[src/rtl/wtl1_pkg.sv]
package wtl1_pkg;

   typedef enum logic [1:0] {
      OP_LOAD  = 2'b00,
      OP_STORE = 2'b01,
      OP_LDACQ = 2'b10,
      OP_STREL = 2'b11
   } wtl1_op_e;

   typedef enum logic [2:0] {
      ST_IDLE,
      ST_FLUSH,
      ST_RDREQ,
      ST_RDWAIT,
      ST_WRREQ
   } wtl1_state_e;

endpackage

[src/rtl/wtl1_line_array.sv]
module wtl1_line_array #(
   parameter int ADDR_W = 10,
   parameter int DATA_W = 32,
   parameter int LINES  = 8
) (
   input  logic                     clk,
   input  logic                     rst_n,
   input  logic [ADDR_W-1:0]        lk_addr,
   output logic                     lk_hit,
   output logic [DATA_W-1:0]        lk_data,
   input  logic                     flush_all,
   input  logic                     fill_en,
   input  logic [ADDR_W-1:0]        fill_addr,
   input  logic [DATA_W-1:0]        fill_data,
   input  logic                     merge_en,
   input  logic [DATA_W-1:0]        merge_data,
   input  logic [DATA_W/8-1:0]      merge_be,
   output logic [LINES-1:0]         valid_vec
);
   localparam int IDX_W = $clog2(LINES);
   localparam int TAG_W = ADDR_W - IDX_W;
   localparam int BYTES = DATA_W / 8;

   logic [IDX_W-1:0] lk_idx, fill_idx;
   logic [TAG_W-1:0] lk_tag, fill_tag;
   logic [TAG_W-1:0]  tag_arr  [LINES];
   logic [DATA_W-1:0] data_arr [LINES];

   assign lk_idx   = lk_addr[IDX_W-1:0];
   assign lk_tag   = lk_addr[ADDR_W-1:IDX_W];
   assign fill_idx = fill_addr[IDX_W-1:0];
   assign fill_tag = fill_addr[ADDR_W-1:IDX_W];

   for (genvar g = 0; g < LINES; g++) begin : g_line
      logic              v_q;
      logic [TAG_W-1:0]  t_q;
      logic [DATA_W-1:0] d_q;

      always_ff @(posedge clk or negedge rst_n) begin
         if (!rst_n) begin
            v_q <= 1'b0;
            t_q <= '0;
            d_q <= '0;
         end else if (flush_all) begin
            v_q <= 1'b0;
         end else if (fill_en && fill_idx == IDX_W'(g)) begin
            v_q <= 1'b1;
            t_q <= fill_tag;
            d_q <= fill_data;
         end else if (merge_en && lk_idx == IDX_W'(g)) begin
            for (int b = 0; b < BYTES; b++) begin
               if (merge_be[b]) d_q[b*8 +: 8] <= merge_data[b*8 +: 8];
            end
         end
      end

      assign valid_vec[g] = v_q;
      assign tag_arr[g]   = t_q;
      assign data_arr[g]  = d_q;
   end

   assign lk_hit  = valid_vec[lk_idx] && (tag_arr[lk_idx] == lk_tag);
   assign lk_data = data_arr[lk_idx];

endmodule

[src/rtl/wtl1_pend_ctr.sv]
module wtl1_pend_ctr #(
   parameter int PEND_MAX = 4,
   localparam int CNT_W   = $clog2(PEND_MAX + 1)
) (
   input  logic             clk,
   input  logic             rst_n,
   input  logic             inc,
   input  logic             dec,
   output logic [CNT_W-1:0] cnt,
   output logic             zero,
   output logic             full
);
   logic [CNT_W-1:0] cnt_q;

   always_ff @(posedge clk or negedge rst_n) begin
      if (!rst_n) begin
         cnt_q <= '0;
      end else begin
         unique case ({inc, dec})
            2'b10:   cnt_q <= cnt_q + CNT_W'(1);
            2'b01:   cnt_q <= cnt_q - CNT_W'(1);
            default: cnt_q <= cnt_q;
         endcase
      end
   end

   assign cnt  = cnt_q;
   assign zero = (cnt_q == '0);
   assign full = (cnt_q == CNT_W'(PEND_MAX));

endmodule

[src/rtl/wtl1_wt_cache.sv]
module wtl1_wt_cache
   import wtl1_pkg::*;
#(
   parameter int ADDR_W   = 10,
   parameter int DATA_W   = 32,
   parameter int LINES    = 8,
   parameter int PEND_MAX = 4
) (
   input  logic                clk,
   input  logic                rst_n,
   input  logic                req_valid,
   output logic                req_ready,
   input  logic [1:0]          req_op,
   input  logic [ADDR_W-1:0]   req_addr,
   input  logic [DATA_W-1:0]   req_wdata,
   input  logic [DATA_W/8-1:0] req_be,
   output logic                resp_valid,
   output logic [DATA_W-1:0]   resp_rdata,
   output logic                mem_req_valid,
   input  logic                mem_req_ready,
   output logic                mem_req_write,
   output logic [ADDR_W-1:0]   mem_req_addr,
   output logic [DATA_W-1:0]   mem_req_wdata,
   output logic [DATA_W/8-1:0] mem_req_be,
   input  logic                mem_fill_valid,
   input  logic [DATA_W-1:0]   mem_fill_data,
   input  logic                mem_wr_ack
);
   localparam int BYTES = DATA_W / 8;
   localparam int IDX_W = $clog2(LINES);
   localparam int CNT_W = $clog2(PEND_MAX + 1);

   if (DATA_W % 8 != 0 || DATA_W < 8) begin : g_bad_data_w
      $error("DATA_W must be a whole number of bytes");
   end
   if (LINES < 2 || (LINES & (LINES - 1)) != 0) begin : g_bad_lines
      $error("LINES must be a power of two, at least 2");
   end
   if (ADDR_W <= IDX_W) begin : g_bad_addr_w
      $error("ADDR_W must leave at least one tag bit");
   end
   if (PEND_MAX < 1) begin : g_bad_pend
      $error("PEND_MAX must be at least 1");
   end

   wtl1_state_e         st_q, st_d;
   logic [ADDR_W-1:0]   r_addr;
   logic [DATA_W-1:0]   r_wdata;
   logic [BYTES-1:0]    r_be;
   logic                resp_v_q, resp_v_d;
   logic [DATA_W-1:0]   resp_q, resp_d;

   logic                accept, is_write_op;
   logic                lk_hit;
   logic [DATA_W-1:0]   lk_data;
   logic [LINES-1:0]    valid_vec;
   logic [CNT_W-1:0]    pend_cnt;
   logic                pend_zero, pend_full;
   logic                wr_hs;

   assign is_write_op = req_op[0];
   assign req_ready   = (st_q == ST_IDLE)
                        && !(is_write_op && pend_full)
                        && !(req_op == OP_STREL && !pend_zero);
   assign accept      = req_valid && req_ready;

   wtl1_line_array #(
      .ADDR_W (ADDR_W),
      .DATA_W (DATA_W),
      .LINES  (LINES)
   ) i_lines (
      .clk        (clk),
      .rst_n      (rst_n),
      .lk_addr    (req_addr),
      .lk_hit     (lk_hit),
      .lk_data    (lk_data),
      .flush_all  (accept && req_op == OP_LDACQ),
      .fill_en    (st_q == ST_RDWAIT && mem_fill_valid),
      .fill_addr  (r_addr),
      .fill_data  (mem_fill_data),
      .merge_en   (accept && is_write_op && lk_hit),
      .merge_data (req_wdata),
      .merge_be   (req_be),
      .valid_vec  (valid_vec)
   );

   assign wr_hs = mem_req_valid && mem_req_ready && mem_req_write;

   wtl1_pend_ctr #(
      .PEND_MAX (PEND_MAX)
   ) i_pend (
      .clk   (clk),
      .rst_n (rst_n),
      .inc   (wr_hs),
      .dec   (mem_wr_ack),
      .cnt   (pend_cnt),
      .zero  (pend_zero),
      .full  (pend_full)
   );

   always_comb begin
      st_d     = st_q;
      resp_v_d = 1'b0;
      resp_d   = resp_q;
      unique case (st_q)
         ST_IDLE: begin
            if (accept) begin
               if (req_op == OP_LOAD) begin
                  if (lk_hit) begin
                     resp_v_d = 1'b1;
                     resp_d   = lk_data;
                  end else begin
                     st_d = ST_RDREQ;
                  end
               end else if (req_op == OP_LDACQ) begin
                  st_d = ST_FLUSH;
               end else begin
                  st_d = ST_WRREQ;
               end
            end
         end
         ST_FLUSH: st_d = ST_RDREQ;
         ST_RDREQ: if (mem_req_ready) st_d = ST_RDWAIT;
         ST_RDWAIT: begin
            if (mem_fill_valid) begin
               st_d     = ST_IDLE;
               resp_v_d = 1'b1;
               resp_d   = mem_fill_data;
            end
         end
         ST_WRREQ: begin
            if (mem_req_ready) begin
               st_d     = ST_IDLE;
               resp_v_d = 1'b1;
               resp_d   = '0;
            end
         end
         default: st_d = ST_IDLE;
      endcase
   end

   always_ff @(posedge clk or negedge rst_n) begin
      if (!rst_n) begin
         st_q     <= ST_IDLE;
         r_addr   <= '0;
         r_wdata  <= '0;
         r_be     <= '0;
         resp_v_q <= 1'b0;
         resp_q   <= '0;
      end else begin
         st_q     <= st_d;
         resp_v_q <= resp_v_d;
         resp_q   <= resp_d;
         if (accept) begin
            r_addr  <= req_addr;
            r_wdata <= req_wdata;
            r_be    <= req_be;
         end
      end
   end

   assign resp_valid    = resp_v_q;
   assign resp_rdata    = resp_q;
   assign mem_req_valid = (st_q == ST_RDREQ) || (st_q == ST_WRREQ);
   assign mem_req_write = (st_q == ST_WRREQ);
   assign mem_req_addr  = r_addr;
   assign mem_req_wdata = r_wdata;
   assign mem_req_be    = (st_q == ST_WRREQ) ? r_be : '1;

endmodule

[config.mk]
export PLATFORM = sky130hd
export DESIGN_NAME = wtl1_wt_cache
export DESIGN_NICKNAME = d
export VERILOG_FILES = /design/src/rtl/wtl1_pkg.sv /design/src/rtl/wtl1_line_array.sv /design/src/rtl/wtl1_pend_ctr.sv /design/src/rtl/wtl1_wt_cache.sv
export SDC_FILE = /design/constraint.sdc
export NUM_CORES = 1
export LEC_CHECK = 0
export BUFFER_PORTS_ARGS = -buffer_cell sky130_fd_sc_hd__buf_2
export CAP_MARGIN = 15
export CELL_PAD_IN_SITES_DETAIL_PLACEMENT = 0
export CELL_PAD_IN_SITES_GLOBAL_PLACEMENT = 1
export CORE_MARGIN = 4
export CORE_UTILIZATION = 44
export CTS_BUF_LIST = sky130_fd_sc_hd__clkbuf_8
export DETAILED_ROUTE_END_ITERATION = 8
export GPL_TIMING_DRIVEN = 0
export PLACE_DENSITY_LB_ADDON = 0.05
export REMOVE_ABC_BUFFERS = 1
export SETUP_SLACK_MARGIN = 0.05
export SYNTH_ARGS = -nofsm -noshare
export SYNTH_HDL_FRONTEND = slang
export SYNTH_HIERARCHICAL = 1
export SYNTH_SLANG_ARGS = --single-unit
export TNS_END_PERCENT = 5
[constraint.sdc]
create_clock -name clk -period 3.15 [get_ports clk]
set_input_delay 0.1575 -clock clk [delete_from_list [all_inputs] [get_ports clk]]
set_output_delay 0.1575 -clock clk [all_outputs]
set_load 0.02 [all_outputs]
==> results of run 1 <==
-- registers in the layout, summed over array words and instances (netlist names) --
signal / count
i_lines/g_line.d_q: 256
i_lines/g_line.t_q: 56
i_lines/g_line.v_q: 8
i_pend/cnt: 3
mem_req_addr: 10
mem_req_wdata: 32
r_be: 4
resp_rdata: 32
resp_valid: 1
st_q: 3
-- what timing repair did --
action                                 4_1_cts  5_1_grt
gates cloned                                 1        6
hold buffers                                90        0
endpoints found under the hold margin      540        0
buffers inserted                            13        5
resized for setup                           52       51
pin swaps                                   65       57
setup endpoints to repair                  300      264
-- critical path, cell delays in order, from the launching register on --
cell     delay (ps)
dfrtp_1         370
mux4_2          460
mux2i_1         190
xor2_1          240
nand4_1         260
nor4_4          350
inv_2            90
nor3_4          160
or3b_4          480
nor2_4          290
a21o_2          360
nor2_1           70
a21oi_1         120
-- routing by layer --
| metal | up-vias | global-route usage (%) | routed length [um] |
|---|---|---|---|
| met4 | 0 | 6.621 | 1653 |
| met1 | 8048 | 35.22 | 30910 |
| met3 | 115 | 4.865 | 3469 |
| li1 | 7212 | - | - |
| met5 | - | 0 | 0 |
| met2 | 462 | 41.30 | 32230 |
-- final timing paths --
path                                      startpoint                        end  slack [ps]  cells after the start
min in group asynchronous                      rst_n            mem_req_addr[7]          50                      2
max in group asynchronous                      rst_n   i_lines/g_line[3].d_q[7]        1340                      5
max                         i_lines/g_line[7].t_q[0]  i_lines/g_line[5].d_q[18]        -350                     12
max reg2reg                 i_lines/g_line[7].t_q[0]  i_lines/g_line[5].d_q[18]        -350                     12
min reg2reg                i_lines/g_line[2].d_q[25]  i_lines/g_line[2].d_q[25]         480                      2
min                                      req_addr[0]            mem_req_addr[0]          40                      2
-- area by class of cell --
| cell class | instances | share of cell area [%] |
|---|---|---|
| clock inverter | 37 | 0.5704 |
| timing repair buffer | 328 | 11.25 |
| sequential | 405 | 39.19 |
| tap | 615 | 2.973 |
| antenna | 2 | 0.01934 |
| multi-input combinational | 1281 | 40.94 |
| clock buffer | 91 | 4.839 |
| inverter | 15 | 0.2175 |
-- through the flow --
step,worst slack (ps),cells,utilization (%),cell area (um^2),hold WS (ps)
global placement,-6693,2476,45.76,21890,398.1
CTS,-364.1,2761,53.53,25610,0.6060
floorplan,-1476,1694,-,20290,-138.1
global route,-519.1,2773,54.09,25880,39.54
detailed placement,-1815,2529,48.00,22970,147.2
finish,-350.6,2774,54.10,25880,39.91
-- layout by cell type, fill, tap and decap left out, drive strengths merged, types with 3 or more instances in the layout --
cell type	n
dfrtp	405
o21ai	166
nor2	152
dlygate4sd3	90
nand4b	3
xor2	7
clkbuf	91
nand2	140
inv	49
xnor2	3
and3	4
buf	238
nand2b	10
nor3b	3
a21o	18
mux4	70
mux2i	273
nor4	3
nor2b	3
o22ai	35
nor3	9
a21oi	188
mux2	167
-- power groups by stage --
stage                     combinational [mW]  sequential (mW)  clock, mW
final                                   7.95             9.12       4.84
after global routing                    8.71             9.42       5.22
after CTS                               7.90             9.09       4.99
after detailed placement                7.66             9.15          0
after global placement                  7.07             9.16          0
after floorplan                         4.51             9.28          0
==> metrics.csv, run 1 <==
metric;value;unit
status;complete, but fails checks;
failing checks;setup timing;
FF/Latch Area;10140;um^2
fin nets;2194;
Rel. slew slack;49.15;%
drt total wl;68260;um
Final Hold Fails;0;
sw power;7.922;mW
Die Y;228.1;um
Clock Sinks;405;
total power;21.92;mW
hold crit path type;input pin to register;
crit-path max FO;8;
post-route ant nets;0;
worst-margin pin slew;761.9;ps
clock latency on the worst-skew pair;640;ps
first-pass GRT wire length;102100;um
kind of critical path;register to register;
crit path DAT;4080;ps
IO Port Bufs;167;
Fill cells;4327;
upper clock frequency limit;0.2857;GHz
num ports;168;
period utilisation layout;111.1;%
H-tree Lvls;3;
die width;228.1;um
CP startpoint kind;register;
core area;47850;um^2
Slew Viols, Final;0;
Reg power frac;41.6;%
Pleak;12.05;nW
RSZ-0062 raised after global routing;true;
area taken by multi-input logic gates;10600;um^2
synth warn;6;
DR pass1 iterations;5;
area grow syn2layout;21.45;%
Total GRT Usage;25.39;%
number of vias per cell;5.709;
CTS tree;yes;
clk root buf;clkbuf_8;
Synth Instances;1887;
syn_area_per_cell;11.29;um^2
Worst-path clk slew;70;ps
WL/cell;24.61;um
Int Power;14.00;mW
Net Sw Frac;36.14;%
Layout Skew;24.41;ps
DR iter-0 viols;1153;
Required @ worst endpoint;3730;ps
TritonCTS Buffers;75;
Tmin final;3501;ps
die area;52020;um^2
Detailed Place HPWL;40770;um
row cnt;80;
vias in the first global route;16190;
via count of the routed design;15840;
Clock power frac;22.1;%
DRC viols;0;
CTS Buffer Depth;3;
Netlist Area Pre-Place;21310;um^2
power per cell area;846.7;nW/um^2
Initial Util;44.54;%
count of final setup violators;254;
fraction of layout cells with a size suffix above 1;29.02;%
count of maximum capacitance violations;0;
grt ovf;0;
Final TNS setup;-50500;ps
initial antenna violation count;2;
Peak supply drop;0.4153;mV
Final Wtd Congestion;0.7398;
Gate power share;36.3;%
largest net degree at the start of global routing;88;
final worst slack;-350.6;ps
CP endpoint kind;register;
Note: power is estimated with default switching activity, not from simulation.
==> run 2, diff against run 1 <==
--- a/config.mk
+++ b/config.mk
@@ -11,10 +11,11 @@
 export CELL_PAD_IN_SITES_GLOBAL_PLACEMENT = 1
 export CORE_MARGIN = 4
 export CORE_UTILIZATION = 44
-export CTS_BUF_LIST = sky130_fd_sc_hd__clkbuf_8
+export CTS_BUF_LIST = sky130_fd_sc_hd__clkbuf_2
 export DETAILED_ROUTE_END_ITERATION = 8
 export GPL_TIMING_DRIVEN = 0
 export PLACE_DENSITY_LB_ADDON = 0.05
+export RECOVER_POWER = 100
 export REMOVE_ABC_BUFFERS = 1
 export SETUP_SLACK_MARGIN = 0.05
 export SYNTH_ARGS = -nofsm -noshare
==> run 2 against run 1 <==
  * The run ends with capacitance limit, slew limit, setup timing left
  * Register-to-register slack lost 200 ps
  * Largest power group unchanged
  * Wire length grew 2.2%
  * Count of clock-buffer cells in the layout grew 81
  * Total power shrank 4.2%
  * Flip-flop and latch count is the same
  * Sequential share of layout area shrank 0.87 points
==> metrics.csv, run 2 (synthesis gave the netlist of run 1 again) <==
metric;value;unit;change
status;complete, but fails checks;;unchanged
failing checks;capacitance limit, slew limit, setup timing;;was setup timing
clock latency on the worst-skew pair;1120;ps;was 640 ps
critical path buffer and inverter count;3;;was 1
dpl cell area;22970;um^2;unchanged
Required @ worst endpoint;4110;ps;was 3730 ps
Final Hold Fails;0;;unchanged
CP startpoint kind;register;;unchanged
worst-margin pin slew;2282;ps;was 761.9 ps
num ports;168;;unchanged
Final TNS setup;-84520;ps;was -50500 ps
DR iter-0 viols;1080;;was 1153
Hold Path Sink;st_q[0];;was mem_req_addr[0]
crit-path cells;buf_12 > nand2b_1 > nor2_4 > nand2b_2 > nor3_4 > buf_8 > buf_16 > mux2i_1 > o21ai_1;;was mux4_2 > mux2i_1 > xor2_1 > nand4_1 > nor4_4 > inv_2 > nor3_4 > or3b_4 > nor2_4 > a21o_2 > nor2_1 > a21oi_1
post-route ant nets;0;;unchanged
grt ovf;0;;unchanged
CTS Buffer Depth;3;;unchanged
Tmin final;3699;ps;was 3501 ps
Pleak;12.26;nW;was 12.05 nW
most common cell after layout, fill and taps aside;dfrtp_1;;unchanged
number of vias per cell;5.561;;was 5.709
upper clock frequency limit;0.2704;GHz;was 0.2857 GHz
Detailed Place HPWL;40770;um;unchanged
WL/cell;23.58;um;was 24.61 um
crit-path max FO;23;;was 8
CP endpoint kind;register;;unchanged
IO Port Bufs;167;;unchanged
Rel. slew slack;-52.16;%;was 49.15%
drt total wl;69730;um;was 68260 um
Total GRT Usage;26.48;%;was 25.39%
fin nets;2348;;was 2194
Crit. path cell count;9;;was 12
highest-delay cell along the critical path;dfrtp_1;;was or3b_4
Die Y;228.1;um;unchanged
Hold WS;100.7;ps;was 39.91 ps
origin of the worst setup path;st_q[1];;was i_lines/g_line[7].t_q[0]
crit path DAT;4660;ps;was 4080 ps
power per cell area;793.0;nW/um^2;was 846.7 nW/um^2
Initial Util;44.54;%;unchanged
fraction of layout cells with a size suffix above 1;27.61;%;was 29.02%
initial antenna violation count;3;;was 2
vias in the first global route;17320;;was 16190
setup slack, reg-to-reg;-550;ps;was -350 ps
RSZ-0062 raised after global routing;true;;unchanged
Hold Path Depth;5;;was 2
Slew Viols, Final;156;;was 0
TritonCTS Buffers;114;;was 75
CTS tree;yes;;unchanged
die width;228.1;um;unchanged
slowest stage delay, CP;1170;ps;was 480 ps
max reg flops;256;;unchanged
worst r2r src;st_q[1];;was i_lines/g_line[7].t_q[0]
clk root buf;clkbuf_2;;was clkbuf_8
CP delay by family, top;simple AND/OR/NAND/NOR gates;;unchanged
DR pass1 iterations;5;;unchanged
total power;20.99;mW;was 21.92 mW
most frequent cells in the layout;dfrtp_1, mux2i_1, dlygate4sd3_1;;was dfrtp_1, mux2i_1, a21oi_1
largest registers;i_lines/g_line.d_q (256), i_lines/g_line.t_q (56);;unchanged
Final Wtd Congestion;0.7398;;unchanged
Worst R2R Path Depth;9;;was 12
Layout Skew;61.31;ps;was 24.41 ps
period utilisation layout;117.4;%;was 111.1%
startpoint of the worst hold path;req_op[0];;was req_addr[0]
Clock Sinks;405;;unchanged
DRC viols;0;;unchanged
fin area;26460;um^2;was 25880 um^2
Final Util;55.31;%;was 54.10%
first-pass GRT wire length;106700;um;was 102100 um
count of final setup violators;294;;was 254
via count of the routed design;16450;;was 15840
row cnt;80;;unchanged
hold crit path type;input pin to register;;unchanged
Peak supply drop;0.3911;mV;was 0.4153 mV
Top reg by flops;i_lines/g_line.d_q;;unchanged
die area;52020;um^2;unchanged
count of maximum capacitance violations;2;;was 0
area grow syn2layout;24.18;%;was 21.45%
final worst slack;-548.7;ps;was -350.6 ps
H-tree Lvls;3;;unchanged
kind of critical path;register to register;;unchanged
largest net degree at the start of global routing;88;;unchanged
r2r endpoint;i_lines/g_line[0].d_q[4];;was i_lines/g_line[5].d_q[18]
core area;47850;um^2;unchanged
Fill cells;4317;;was 4327
Worst-path clk slew;110;ps;was 70 ps
[run 2: final cells by class]
cell class,instances,area [um^2],area share (%)
repair buffers,446,3949,14.92
clock inverters,20,101.3,0.3830
clock buffers,172,860.8,3.253
multi-input cells,1278,10570,39.95
inverters,15,56.30,0.2128
well taps,615,769.5,2.908
flip-flops and latches,405,10140,38.31
diodes,6,15.01,0.05673
[run 2: worst max path at each step]
| stage | slack [ps] | to |
|---|---|---|
| 6_report | -550 | i_lines/g_line[0].d_q[4] |
| 5_1_grt | -610 | i_lines/g_line[0].d_q[29] |
| 4_1_cts | -380 | i_lines/g_line[3].d_q[7] |
| 3_5_place_dp | -1810 | i_lines/g_line[2].d_q[27] |
| 3_3_place_gp | -6690 | mem_req_wdata[3] |
| 2_1_floorplan | -1480 | i_lines/g_line[4].t_q[0] |
[run 2: per-stage QoR]
step / setup WS [ps] / cells
2_1_floorplan: -1476 / 1694
3_3_place_gp: -6693 / 2476
3_5_place_dp: -1815 / 2529
4_1_cts: -377.2 / 2946
5_1_grt: -605.6 / 2956
6_report: -548.7 / 2957
[run 2: repair_timing]
action	in CTS	in global routing
cloned	2	3
endpoints found under the setup margin	301	266
hold buffers	205	0
pin swaps	80	48
hold endpoints to repair	705	0
resized for setup	65	48
setup buffers	18	2
[run 2: worst min-delay path, cell delays in order]
cell,delay [ps]
dlygate4sd3_1,520
buf_2,160
o21ai_4,150
nand3_1,110
o21ai_0,70
[run 2: power breakdown]
group	leakage (nW)	internal [mW]	switching [mW]
Combinational	6.42	3.90	4.20
Clock	0.764	1.50	2.28
Sequential	5.07	7.56	1.54
Total	12.3	13.0	8.02
[run 2: routing by layer]
metal	track usage [%]	vias up	share of wire (%)
met5	0	-	0
met4	7.750	0	1.9
met3	5.776	98	5.6
met2	42.88	500	48
met1	36.09	8290	45
li1	-	7557	-
